$ cat src/rtl/irq_vec_pkg.sv
package irq_vec_pkg;
   localparam int unsigned NSRC   = 5;
   localparam int unsigned IDX_W  = $clog2(NSRC);
   localparam int unsigned ADDR_W = 16;

   typedef enum logic [2:0] {
      ST_IDLE,
      ST_PSH_HI,
      ST_PSH_LO,
      ST_PSH_ST,
      ST_VEC
   } entry_st_e;

   // low-byte vector address per source index; lower index = higher address
   function automatic logic [ADDR_W-1:0] vec_lo_addr(input logic [IDX_W-1:0] idx);
      case (idx)
         3'd0:    return 16'hFFF8;
         3'd1:    return 16'hFFF6;
         3'd2:    return 16'hFFF2;
         3'd3:    return 16'hFFF0;
         default: return 16'hFFEE;
      endcase
   endfunction
endpackage

$ cat src/rtl/irq_src_flags.sv
module irq_src_flags
   import irq_vec_pkg::*;
#(
   parameter int unsigned        N_SRC     = NSRC,
   parameter int unsigned        DATA_W    = 8,
   parameter logic [N_SRC-1:0]   EDGE_MASK = 'b1
) (
   input  logic              clk,
   input  logic              rst_n,
   input  logic [N_SRC-1:0]  evt_i,
   input  logic              wr_flag_i,
   input  logic              wr_en_i,
   input  logic [DATA_W-1:0] wdata_i,
   output logic [N_SRC-1:0]  flag_o,
   output logic [N_SRC-1:0]  en_o
);
   logic [N_SRC-1:0] det_w;
   logic [N_SRC-1:0] flag_q;
   logic [N_SRC-1:0] en_q;

   for (genvar i = 0; i < N_SRC; i++) begin : g_src
      if (EDGE_MASK[i]) begin : g_edge
         logic prev_q;
         always_ff @(posedge clk) begin
            if (!rst_n) prev_q <= 1'b1;
            else        prev_q <= evt_i[i];
         end
         assign det_w[i] = evt_i[i] & ~prev_q;
      end else begin : g_strobe
         assign det_w[i] = evt_i[i];
      end

      always_ff @(posedge clk) begin
         if (!rst_n)
            flag_q[i] <= 1'b0;
         else if (det_w[i])
            flag_q[i] <= 1'b1;
         else if (wr_flag_i && wdata_i[i])
            flag_q[i] <= 1'b0;
      end

      assert_evt_sets_R3: assert property (@(posedge clk) disable iff (!rst_n)
         det_w[i] |=> flag_q[i]);
      assert_clear_R5: assert property (@(posedge clk) disable iff (!rst_n)
         (wr_flag_i && wdata_i[i] && !det_w[i]) |=> !flag_q[i]);
   end

   always_ff @(posedge clk) begin
      if (!rst_n)       en_q <= '0;
      else if (wr_en_i) en_q <= wdata_i[N_SRC-1:0];
   end

   assert_en_write_R12: assert property (@(posedge clk) disable iff (!rst_n)
      wr_en_i |=> (en_q == $past(wdata_i[N_SRC-1:0])));

   assign flag_o = flag_q;
   assign en_o   = en_q;
endmodule

$ cat src/rtl/irq_prio_enc.sv
module irq_prio_enc #(
   parameter int unsigned W     = 5,
   parameter int unsigned IDX_W = $clog2(W)
) (
   input  logic [W-1:0]     req_i,
   output logic [W-1:0]     grant_o,
   output logic [IDX_W-1:0] idx_o,
   output logic             any_o
);
   always_comb begin
      grant_o = '0;
      idx_o   = '0;
      for (int i = W - 1; i >= 0; i--) begin
         if (req_i[i]) begin
            grant_o = '0;
            grant_o[i] = 1'b1;
            idx_o   = IDX_W'(i);
         end
      end
   end

   assign any_o = |req_i;
endmodule

$ cat src/rtl/irq_entry_seq.sv
module irq_entry_seq
   import irq_vec_pkg::*;
#(
   parameter int unsigned        DATA_W     = 8,
   parameter int unsigned        SP_W       = 8,
   parameter int unsigned        PAGE_W     = ADDR_W - SP_W,
   parameter logic [PAGE_W-1:0]  STACK_PAGE = 'h01
) (
   input  logic                clk,
   input  logic                rst_n,
   input  logic                start_i,
   input  logic [IDX_W-1:0]    win_i,
   input  logic [2*DATA_W-1:0] pc_i,
   input  logic [DATA_W-1:0]   status_i,
   input  logic [SP_W-1:0]     sp_i,
   output logic                busy_o,
   output logic                mem_we_o,
   output logic [ADDR_W-1:0]   mem_addr_o,
   output logic [DATA_W-1:0]   mem_wdata_o,
   output logic                sp_dec_o,
   output logic                set_mask_o,
   output logic                vec_valid_o,
   output logic [ADDR_W-1:0]   vec_addr_o
);
   entry_st_e           st_q;
   logic [IDX_W-1:0]    win_q;
   logic [2*DATA_W-1:0] pc_q;
   logic [DATA_W-1:0]   status_q;
   logic [SP_W-1:0]     sp_q;

   always_ff @(posedge clk) begin
      if (!rst_n) begin
         st_q     <= ST_IDLE;
         win_q    <= '0;
         pc_q     <= '0;
         status_q <= '0;
         sp_q     <= '0;
      end else begin
         case (st_q)
            ST_IDLE: if (start_i) begin
               st_q     <= ST_PSH_HI;
               win_q    <= win_i;
               pc_q     <= pc_i;
               status_q <= status_i;
               sp_q     <= sp_i;
            end
            ST_PSH_HI: st_q <= ST_PSH_LO;
            ST_PSH_LO: st_q <= ST_PSH_ST;
            ST_PSH_ST: st_q <= ST_VEC;
            default:   st_q <= ST_IDLE;
         endcase
      end
   end

   always_comb begin
      mem_we_o    = 1'b0;
      mem_addr_o  = '0;
      mem_wdata_o = '0;
      sp_dec_o    = 1'b0;
      set_mask_o  = 1'b0;
      vec_valid_o = 1'b0;
      vec_addr_o  = '0;
      case (st_q)
         ST_PSH_HI: begin
            mem_we_o    = 1'b1;
            sp_dec_o    = 1'b1;
            mem_addr_o  = {STACK_PAGE, sp_q};
            mem_wdata_o = pc_q[2*DATA_W-1:DATA_W];
         end
         ST_PSH_LO: begin
            mem_we_o    = 1'b1;
            sp_dec_o    = 1'b1;
            mem_addr_o  = {STACK_PAGE, SP_W'(sp_q - SP_W'(1))};
            mem_wdata_o = pc_q[DATA_W-1:0];
         end
         ST_PSH_ST: begin
            mem_we_o    = 1'b1;
            sp_dec_o    = 1'b1;
            set_mask_o  = 1'b1;
            mem_addr_o  = {STACK_PAGE, SP_W'(sp_q - SP_W'(2))};
            mem_wdata_o = status_q;
         end
         ST_VEC: begin
            vec_valid_o = 1'b1;
            vec_addr_o  = vec_lo_addr(win_q);
         end
         default: ;
      endcase
   end

   assign busy_o = (st_q != ST_IDLE);

   assert_push_order_R9: assert property (@(posedge clk) disable iff (!rst_n)
      (st_q == ST_PSH_HI) |=> (st_q == ST_PSH_LO));
   assert_push_descend_R9: assert property (@(posedge clk) disable iff (!rst_n)
      (st_q == ST_PSH_LO) |-> (mem_addr_o == $past(mem_addr_o) - 16'd1));
   assert_vec_after_mask_R10: assert property (@(posedge clk) disable iff (!rst_n)
      set_mask_o |=> vec_valid_o);
endmodule

$ cat src/rtl/irq_vec_ctrl.sv
module irq_vec_ctrl
   import irq_vec_pkg::*;
#(
   parameter int unsigned       DATA_W     = 8,
   parameter int unsigned       SP_W       = 8,
   parameter logic [NSRC-1:0]   EDGE_MASK  = 5'b00001,
   parameter logic [7:0]        STACK_PAGE = 8'h01
) (
   input  logic              clk,
   input  logic              rst_n,
   input  logic [NSRC-1:0]   evt_i,
   input  logic              reg_wr_i,
   input  logic              reg_sel_i,
   input  logic [DATA_W-1:0] reg_wdata_i,
   output logic [DATA_W-1:0] reg_rdata_o,
   input  logic              mask_i,
   output logic              irq_req_o,
   input  logic              irq_ack_i,
   input  logic [15:0]       pc_i,
   input  logic [DATA_W-1:0] status_i,
   input  logic [SP_W-1:0]   sp_i,
   output logic              busy_o,
   output logic              mem_we_o,
   output logic [15:0]       mem_addr_o,
   output logic [DATA_W-1:0] mem_wdata_o,
   output logic              sp_dec_o,
   output logic              set_mask_o,
   output logic              vec_valid_o,
   output logic [15:0]       vec_addr_o
);
   localparam int unsigned PAGE_W = ADDR_W - SP_W;

   if (DATA_W != 8) begin : g_bad_data_w
      $error("irq_vec_ctrl: DATA_W must be 8 for byte-wide stack pushes");
   end
   if (SP_W != 8) begin : g_bad_sp_w
      $error("irq_vec_ctrl: SP_W must be 8 with an 8-bit stack page");
   end

   logic [NSRC-1:0]  flag_w, en_w, pend_w, grant_w;
   logic [IDX_W-1:0] win_w;
   logic             any_w;
   logic             start_w;

   irq_src_flags #(
      .N_SRC    (NSRC),
      .DATA_W   (DATA_W),
      .EDGE_MASK(EDGE_MASK)
   ) u_flags (
      .clk      (clk),
      .rst_n    (rst_n),
      .evt_i    (evt_i),
      .wr_flag_i(reg_wr_i & ~reg_sel_i),
      .wr_en_i  (reg_wr_i & reg_sel_i),
      .wdata_i  (reg_wdata_i),
      .flag_o   (flag_w),
      .en_o     (en_w)
   );

   assign pend_w = flag_w & en_w;

   irq_prio_enc #(
      .W    (NSRC),
      .IDX_W(IDX_W)
   ) u_prio (
      .req_i  (pend_w),
      .grant_o(grant_w),
      .idx_o  (win_w),
      .any_o  (any_w)
   );

   assign irq_req_o = any_w & ~mask_i & ~busy_o;
   assign start_w   = irq_req_o & irq_ack_i;

   irq_entry_seq #(
      .DATA_W    (DATA_W),
      .SP_W      (SP_W),
      .PAGE_W    (PAGE_W),
      .STACK_PAGE(STACK_PAGE[PAGE_W-1:0])
   ) u_seq (
      .clk        (clk),
      .rst_n      (rst_n),
      .start_i    (start_w),
      .win_i      (win_w),
      .pc_i       (pc_i),
      .status_i   (status_i),
      .sp_i       (sp_i),
      .busy_o     (busy_o),
      .mem_we_o   (mem_we_o),
      .mem_addr_o (mem_addr_o),
      .mem_wdata_o(mem_wdata_o),
      .sp_dec_o   (sp_dec_o),
      .set_mask_o (set_mask_o),
      .vec_valid_o(vec_valid_o),
      .vec_addr_o (vec_addr_o)
   );

   assign reg_rdata_o = reg_sel_i ? DATA_W'(en_w) : DATA_W'(flag_w);

   assert_req_gate_R6: assert property (@(posedge clk) disable iff (!rst_n)
      irq_req_o |-> (!mask_i && (flag_w & en_w) != '0));
   assert_req_low_busy_R11: assert property (@(posedge clk) disable iff (!rst_n)
      busy_o |-> !irq_req_o);
   assert_grant_onehot_R8: assert property (@(posedge clk) disable iff (!rst_n)
      $onehot0(grant_w) && ((grant_w & ~pend_w) == '0));
endmodule

$ cat config.mk
export PLATFORM = sky130hd
export DESIGN_NAME = irq_vec_ctrl
export DESIGN_NICKNAME = d
export VERILOG_FILES = /design/src/rtl/irq_vec_pkg.sv /design/src/rtl/irq_src_flags.sv /design/src/rtl/irq_prio_enc.sv /design/src/rtl/irq_entry_seq.sv /design/src/rtl/irq_vec_ctrl.sv
export SDC_FILE = /design/constraint.sdc
export NUM_CORES = 1
export LEC_CHECK = 0
export ABC_CLOCK_PERIOD_IN_PS = 4000
export BUFFER_PORTS_ARGS = -buffer_cell sky130_fd_sc_hd__clkbuf_2
export CORE_MARGIN = 3
export CORE_UTILIZATION = 54
export CTS_CLUSTER_DIAMETER = 100
export DETAILED_ROUTE_END_ITERATION = 12
export HOLD_SLACK_MARGIN = 0.15
export PLACE_DENSITY_LB_ADDON = 0.15
export SETUP_SLACK_MARGIN = 0.4
export SLEW_MARGIN = 20
export SYNTH_ARGS = -nofsm -noshare
export SYNTH_HDL_FRONTEND = slang
export SYNTH_SLANG_ARGS = --single-unit
$ cat constraint.sdc
create_clock -name clk -period 4 [get_ports clk]
set_input_delay 0.2 -clock clk [delete_from_list [all_inputs] [get_ports clk]]
set_output_delay 0.2 -clock clk [all_outputs]
set_load 0.01 [all_outputs]
Word-level counts from Yosys, hierarchy flattened. Cells that the tools add are included.

Bits of input ports: 51. Bits in latches: 0. Word-level logic and storage cells: 74. Output and inout bits: 54. Memories kept: 0. RAM bits: 0. Bits in read-only memories: 0. Bits in registers: 49.

Magnitude comparators: 0. Shift-type cells: 0. Reductions and logical operators: 16. Equality and inequality tests: 8. Muxes and demuxes: 25. Multiply operators: 0. Div/mod/pow operators: 0. Bitwise operators: 11. Add/sub/neg operators: 2.

Operators by type and width (number): $pmux W9 S3 (1); $pmux W8 S3 (1); $pmux W5 S4 (1); $mux W3 (6); $mux W16 (1); $mux W1 (13); $eq A3 B2 Y1 const B (4); $pmux W3 S4 (1); $reduce_bool A2 Y1 (5); $sub A8 B1 Y8 const B (1); $sub A8 B2 Y8 const B (1); $and A1 B1 Y1 (6); $eq A3 B1 Y1 const B (2); $logic_not A3 Y1 (2); $and A5 B5 Y5 (1); $logic_and A1 B1 Y1 (5); $mux W5 (1); $reduce_or A5 Y1 (1); $not A1 Y1 (4); $eq A3 B3 Y1 const B (1); $reduce_bool A3 Y1 (1); $reduce_or A3 Y1 (1); $ne A2 B2 Y1 const B (1); $reduce_and A2 Y1 (1).

Longest topological paths before layout.
Depth in word-level cells: 7. Depth in mapped cells: 6. Mapped depth without buffers: 6.

Cells and area by module. Synthesis repeated with hierarchy kept, for this count alone.

Cells, all modules: 359. Area total of the unflattened synthesis: 2939.1 um^2.

Modules (own cells, without submodules): irq_entry_seq (cells an instance 288, seq. area each 760.7 um^2, times used 1, area an instance 2249.7 um^2); irq_src_flags (cells an instance 39, seq. area each 220.2 um^2, times used 1, area an instance 427.9 um^2); irq_vec_ctrl (cells an instance 19, seq. area each 0.0 um^2, times used 1, area an instance 177.7 um^2); irq_prio_enc (cells an instance 13, seq. area each 0.0 um^2, times used 1, area an instance 83.8 um^2).

Worst setup path before layout. No wires, ideal clock.

Path kind: register to output. Start: register u_seq.sp_q[1]. End: output port mem_addr_o[7]. Arrival time: 1.770 ns. Path buffers: 0. Required time: 3.800 ns. Setup slack: 2.030 ns. Stages on the path, launching flop included: 7. Path through: dfxtp_1 > inv_1 > ha_1 > nor4b_1 > nand2_1 > or4b_1 > a31oi_1.

Word-level cells in the longest chain between the ends: 2. Elaborated cells between the ends (all ways): 3. Those cells by class: add/sub: 2; mux: 1.

RTL lines: from (decl) (RTL line irq_entry_seq.sv:29) `logic [SP_W-1:0] sp_q;`; from (signal assigned) (RTL line irq_entry_seq.sv:45) `sp_q <= sp_i;`; $sub A8 B2 Y8 / $sub A8 B1 Y8 (equally long branches) (RTL line irq_entry_seq.sv:80, irq_entry_seq.sv:73); $pmux W9 S3 (*) (RTL line irq_entry_seq.sv:63) `case (st_q)`; to (decl) (RTL line irq_vec_ctrl.sv:24) `output logic [15:0] mem_addr_o,`.

Mark *: on every way between the ends. The rest lies on a longest branch, timed or not.

Worst setup path in the final report.
Start: register u_seq.st_q[0]. End: register u_seq.win_q[2].

Word-level cells in the longest chain between the ends: 5. Elaborated cells between the ends (all ways): 6. Those cells by class: bitwise: 3; reduce/logical: 3.

RTL lines: from (decl) (RTL line irq_entry_seq.sv:25) `entry_st_e st_q;`; from (signal assigned) (RTL line irq_entry_seq.sv:33) `st_q <= ST_IDLE;`; from (signal assigned) (RTL line irq_entry_seq.sv:41) `st_q <= ST_PSH_HI;`; from (signal assigned) (RTL line irq_entry_seq.sv:47) `ST_PSH_HI: st_q <= ST_PSH_LO;`; $reduce_bool A3 Y1 (RTL line irq_entry_seq.sv:91) `assign busy_o = (st_q != ST_IDLE);`; $not A1 Y1 (RTL line irq_vec_ctrl.sv:72) `assign irq_req_o = any_w & ~mask_i & ~busy_o;`; $and A1 B1 Y1 (RTL line irq_vec_ctrl.sv:72); $and A1 B1 Y1 (RTL line irq_vec_ctrl.sv:73) `assign start_w = irq_req_o & irq_ack_i;`; $reduce_and A2 Y1 (no line) (*); to (signal assigned) (RTL line irq_entry_seq.sv:42) `win_q <= win_i;`; to (decl) (RTL line irq_entry_seq.sv:26) `logic [IDX_W-1:0] win_q;`.

Marked as above. A chain may end at the register's enable or synchronous reset.

==> results by group <==
GRT
  • Initial antenna violation count: 0
  • First-pass GRT wire length: 11,100 um
  • Total GRT Usage: 21.9%
  • Largest net degree at the start of global routing: 53
  • Total congestion overflow: 0
  • Vias in the first global route: 2,422

Power
  • Share of total power in the clock network: 32.1%
  • Lkg Pwr: 0.00160 uW
  • Power per Cell Area: 276 nW/um^2
  • Net Switching: 259 uW
  • VDD IR max: 0.218 mV
  • Total power: 1000 uW
  • Int Pwr: 741 uW
  • Combinational share of power: 16.4%
  • Sw Ratio: 25.9%
  • Sequential power share: 51.5%

CTS
  • Htree depth: 2
  • Cell at the root of the clock tree: clkbuf_8
  • Clk slew on worst S/H paths: 0.10 ns
  • Worst skew pair latency: 0.30 ns
  • Post-CTS Resized: 0
  • Clock tree buffer depth: 2
  • Clock Sinks: 49
  • Hold Buf Count CTS: 37
  • Post-CTS setup buffer count: 0
  • CTS tree: built
  • CTS Buf Count: 5

Synthesis
  • Ys Warns: 0
  • Yosys reg bits: 49
  • Dominant synthesized flop cell: dfxtp_1
  • Main area contributors after synthesis: dfxtp_1, mux2i_1, nand2_1
  • Gate Count Post-Synth: 350
  • Fraction of registers with async set/reset: 0%
  • Mapped Area: 2870 sq um
  • Top-count cell post-synth: nand2_1
  • Avg Inst Size Synth: 8.20 sq um
  • Post-synth top area share: 34.2%
  • Synth area leader: dfxtp_1
  • EDFF count, synth: 0
  • Unique masters post-synth: 43
  • Sequential-to-total area share from yosys stat: 34.2%
  • Synth cell count leaders: nand2_1, dfxtp_1, mux2i_1

Hold path
  • HP Start: reg_wdata_i[4]
  • WHS Endpoint: u_flags.en_o[4]
  • Hold Path Stages: 3
  • Worst Hold Class: input port to flip-flop

Critical path
  • Worst Setup End Kind: flip-flop
  • Crit-path max FO: 36
  • RR Endpoint: u_seq.win_q[2]
  • Critical Path AT: 2.86 ns
  • Setup crit start kind: flip-flop
  • CP required: 4.25 ns
  • Reg-to-reg slack, setup: 1.39 ns
  • Reg2reg path depth: 4
  • Setup CP Type: flip-flop to flip-flop
  • Reg-to-reg startpoint: u_seq.st_q[0]

Timing
  • Setup TNS: 0 ns
  • Clock skew: 0.0120 ns
  • Final Max Slew Viols: 0
  • FMAX: 0.384 GHz
  • Slew margin rel.: 39.0%
  • Post-layout min period: 2.61 ns
  • Hold WS: 0.152 ns
  • Worst Tran Pin Value: 0.915 ns
  • Final hold violations: 0
  • Tcrit/Tclk final: 65.2%
  • # setup viols final: 0
  • RSZ-0062 raised after global routing: false
  • Final WS setup: 1.39 ns

Finish
  • Area of the multi-input gates: 1600 sq um
  • Fill count: 413
  • Synth-to-Final Area Change: 26.3%
  • Reg area: 981 sq um
  • Antenna fix cells: 0
  • Share of cells above drive strength 1: 25.7%
  • Layout Nets: 505
  • Finished Cell Area: 3620 sq um

Placement
  • DP Area: 3150 sq um
  • DP Worst Slack: 1.41 ns
  • PortBufs: 90
  • HPWL after DPL: 4300 um
  • Routability cong.: 0.872

Floorplanning
  • Core Area: 4910 sq um
  • Die Area: 6220 sq um
  • Die Width: 78.9 um
  • Starting density of the core: 58.4%
  • Chip Height: 78.9 um
  • Io pins: 105
  • Site Rows: 25

Routing
  • ANT nets after route: 0
  • Residual DRC: 0
  • Vias: 2,624
  • DRT Wirelength: 6670 um
  • Via/cell ratio: 5.06
  • Drt wl/cell: 12.9 um
  • Initial detailed-routing violation count: 173
  • Pre-antenna DRT Iters: 4

Status
  • Run status: finished, final reports clean

Run
  • MaxCap Viol Count: 0
flip-flops by register name, summed over array words and instances (netlist names):
name                         flops
u_seq.st_q                       3
u_flags.en_o                     5
u_seq.status_q                   8
u_seq.win_q                      3
u_seq.pc_q                      16
u_flags.g_src.g_edge.prev_q      1
u_seq.sp_q                       8
u_flags.flag_o                   5
power by group through the flow:
| stage | clock network [uW] | registers, uW | logic (uW) |
|---|---|---|---|
| 2_1_floorplan | 0 | 521 | 102 |
| 3_3_place_gp | 0 | 525 | 132 |
| 3_5_place_dp | 0 | 526 | 134 |
| 4_1_cts | 324 | 515 | 162 |
| 6_report | 321 | 515 | 164 |
| 5_1_grt | 343 | 517 | 182 |
worst max-delay path by stage:
stage,to,from,depth (start not counted)
after floorplan,mem_addr_o[7],u_seq.sp_q[1],6
after global placement,u_seq.win_q[2],u_seq.st_q[0],4
after detailed placement,u_seq.pc_q[10],u_seq.st_q[0],4
after CTS,u_seq.win_q[2],u_seq.st_q[0],4
after global routing,mem_addr_o[7],u_seq.sp_q[1],7
final,u_seq.win_q[2],u_seq.st_q[0],4
logic make-up after synthesis:
family / after synthesis / share of synthesized area (%)
compound gates: 46 / 11.1
xor+xnor: 3 / 0.916
fa+ha+maj: 3 / 1.31
buf+inv: 51 / 11.4
flops: 49 / 34.2
mux: 48 / 17.3
other cells: 1 / 0.131
simple gates: 149 / 23.6
worst max-delay path, stage by stage, from the launching register on:
cell     delay (ns)
dfxtp_1        0.61
or3_4          0.52
or3b_1         0.50
nor2_8         0.62
o221a_1        0.31
layout make-up:
type                       instances  area share (%)
sequential                        49            27.1
clock buffer                       7            2.66
clock inverter                     1           0.138
timing repair buffer             129            23.1
tap                               67            2.31
inverter                           6           0.622
multi-input combinational        260            44.1
cell usage in the layout (no fill, tap or decap), drive strengths merged, types with 6 or more instances in the layout:
master | synthesis | final
dlygate4sd3 | 0 | 37
mux2i | 35 | 35
mux2 | 13 | 13
nor2 | 24 | 24
conb | 1 | 11
dfxtp | 49 | 49
inv | 6 | 6
nor2b | 11 | 11
a22oi | 10 | 10
nand3 | 8 | 8
clkbuf | 18 | 97
a21oi | 13 | 13
nand2 | 88 | 88
per-layer routing:
layer	part of all wire [%]	track usage, %
met5	0	0
met3	5.6	3.63
met4	1.2	5.33
met1	44	29.0
met2	49	37.3
metrics by stage:
stage                     std cells  utilization, %
after floorplan                 360               -
after global placement          474            64.2
after detailed placement        474            64.2
after CTS                       519            73.8
after global routing            519            73.8
final                           519            73.8
Note: power is estimated with default switching activity, not from simulation.
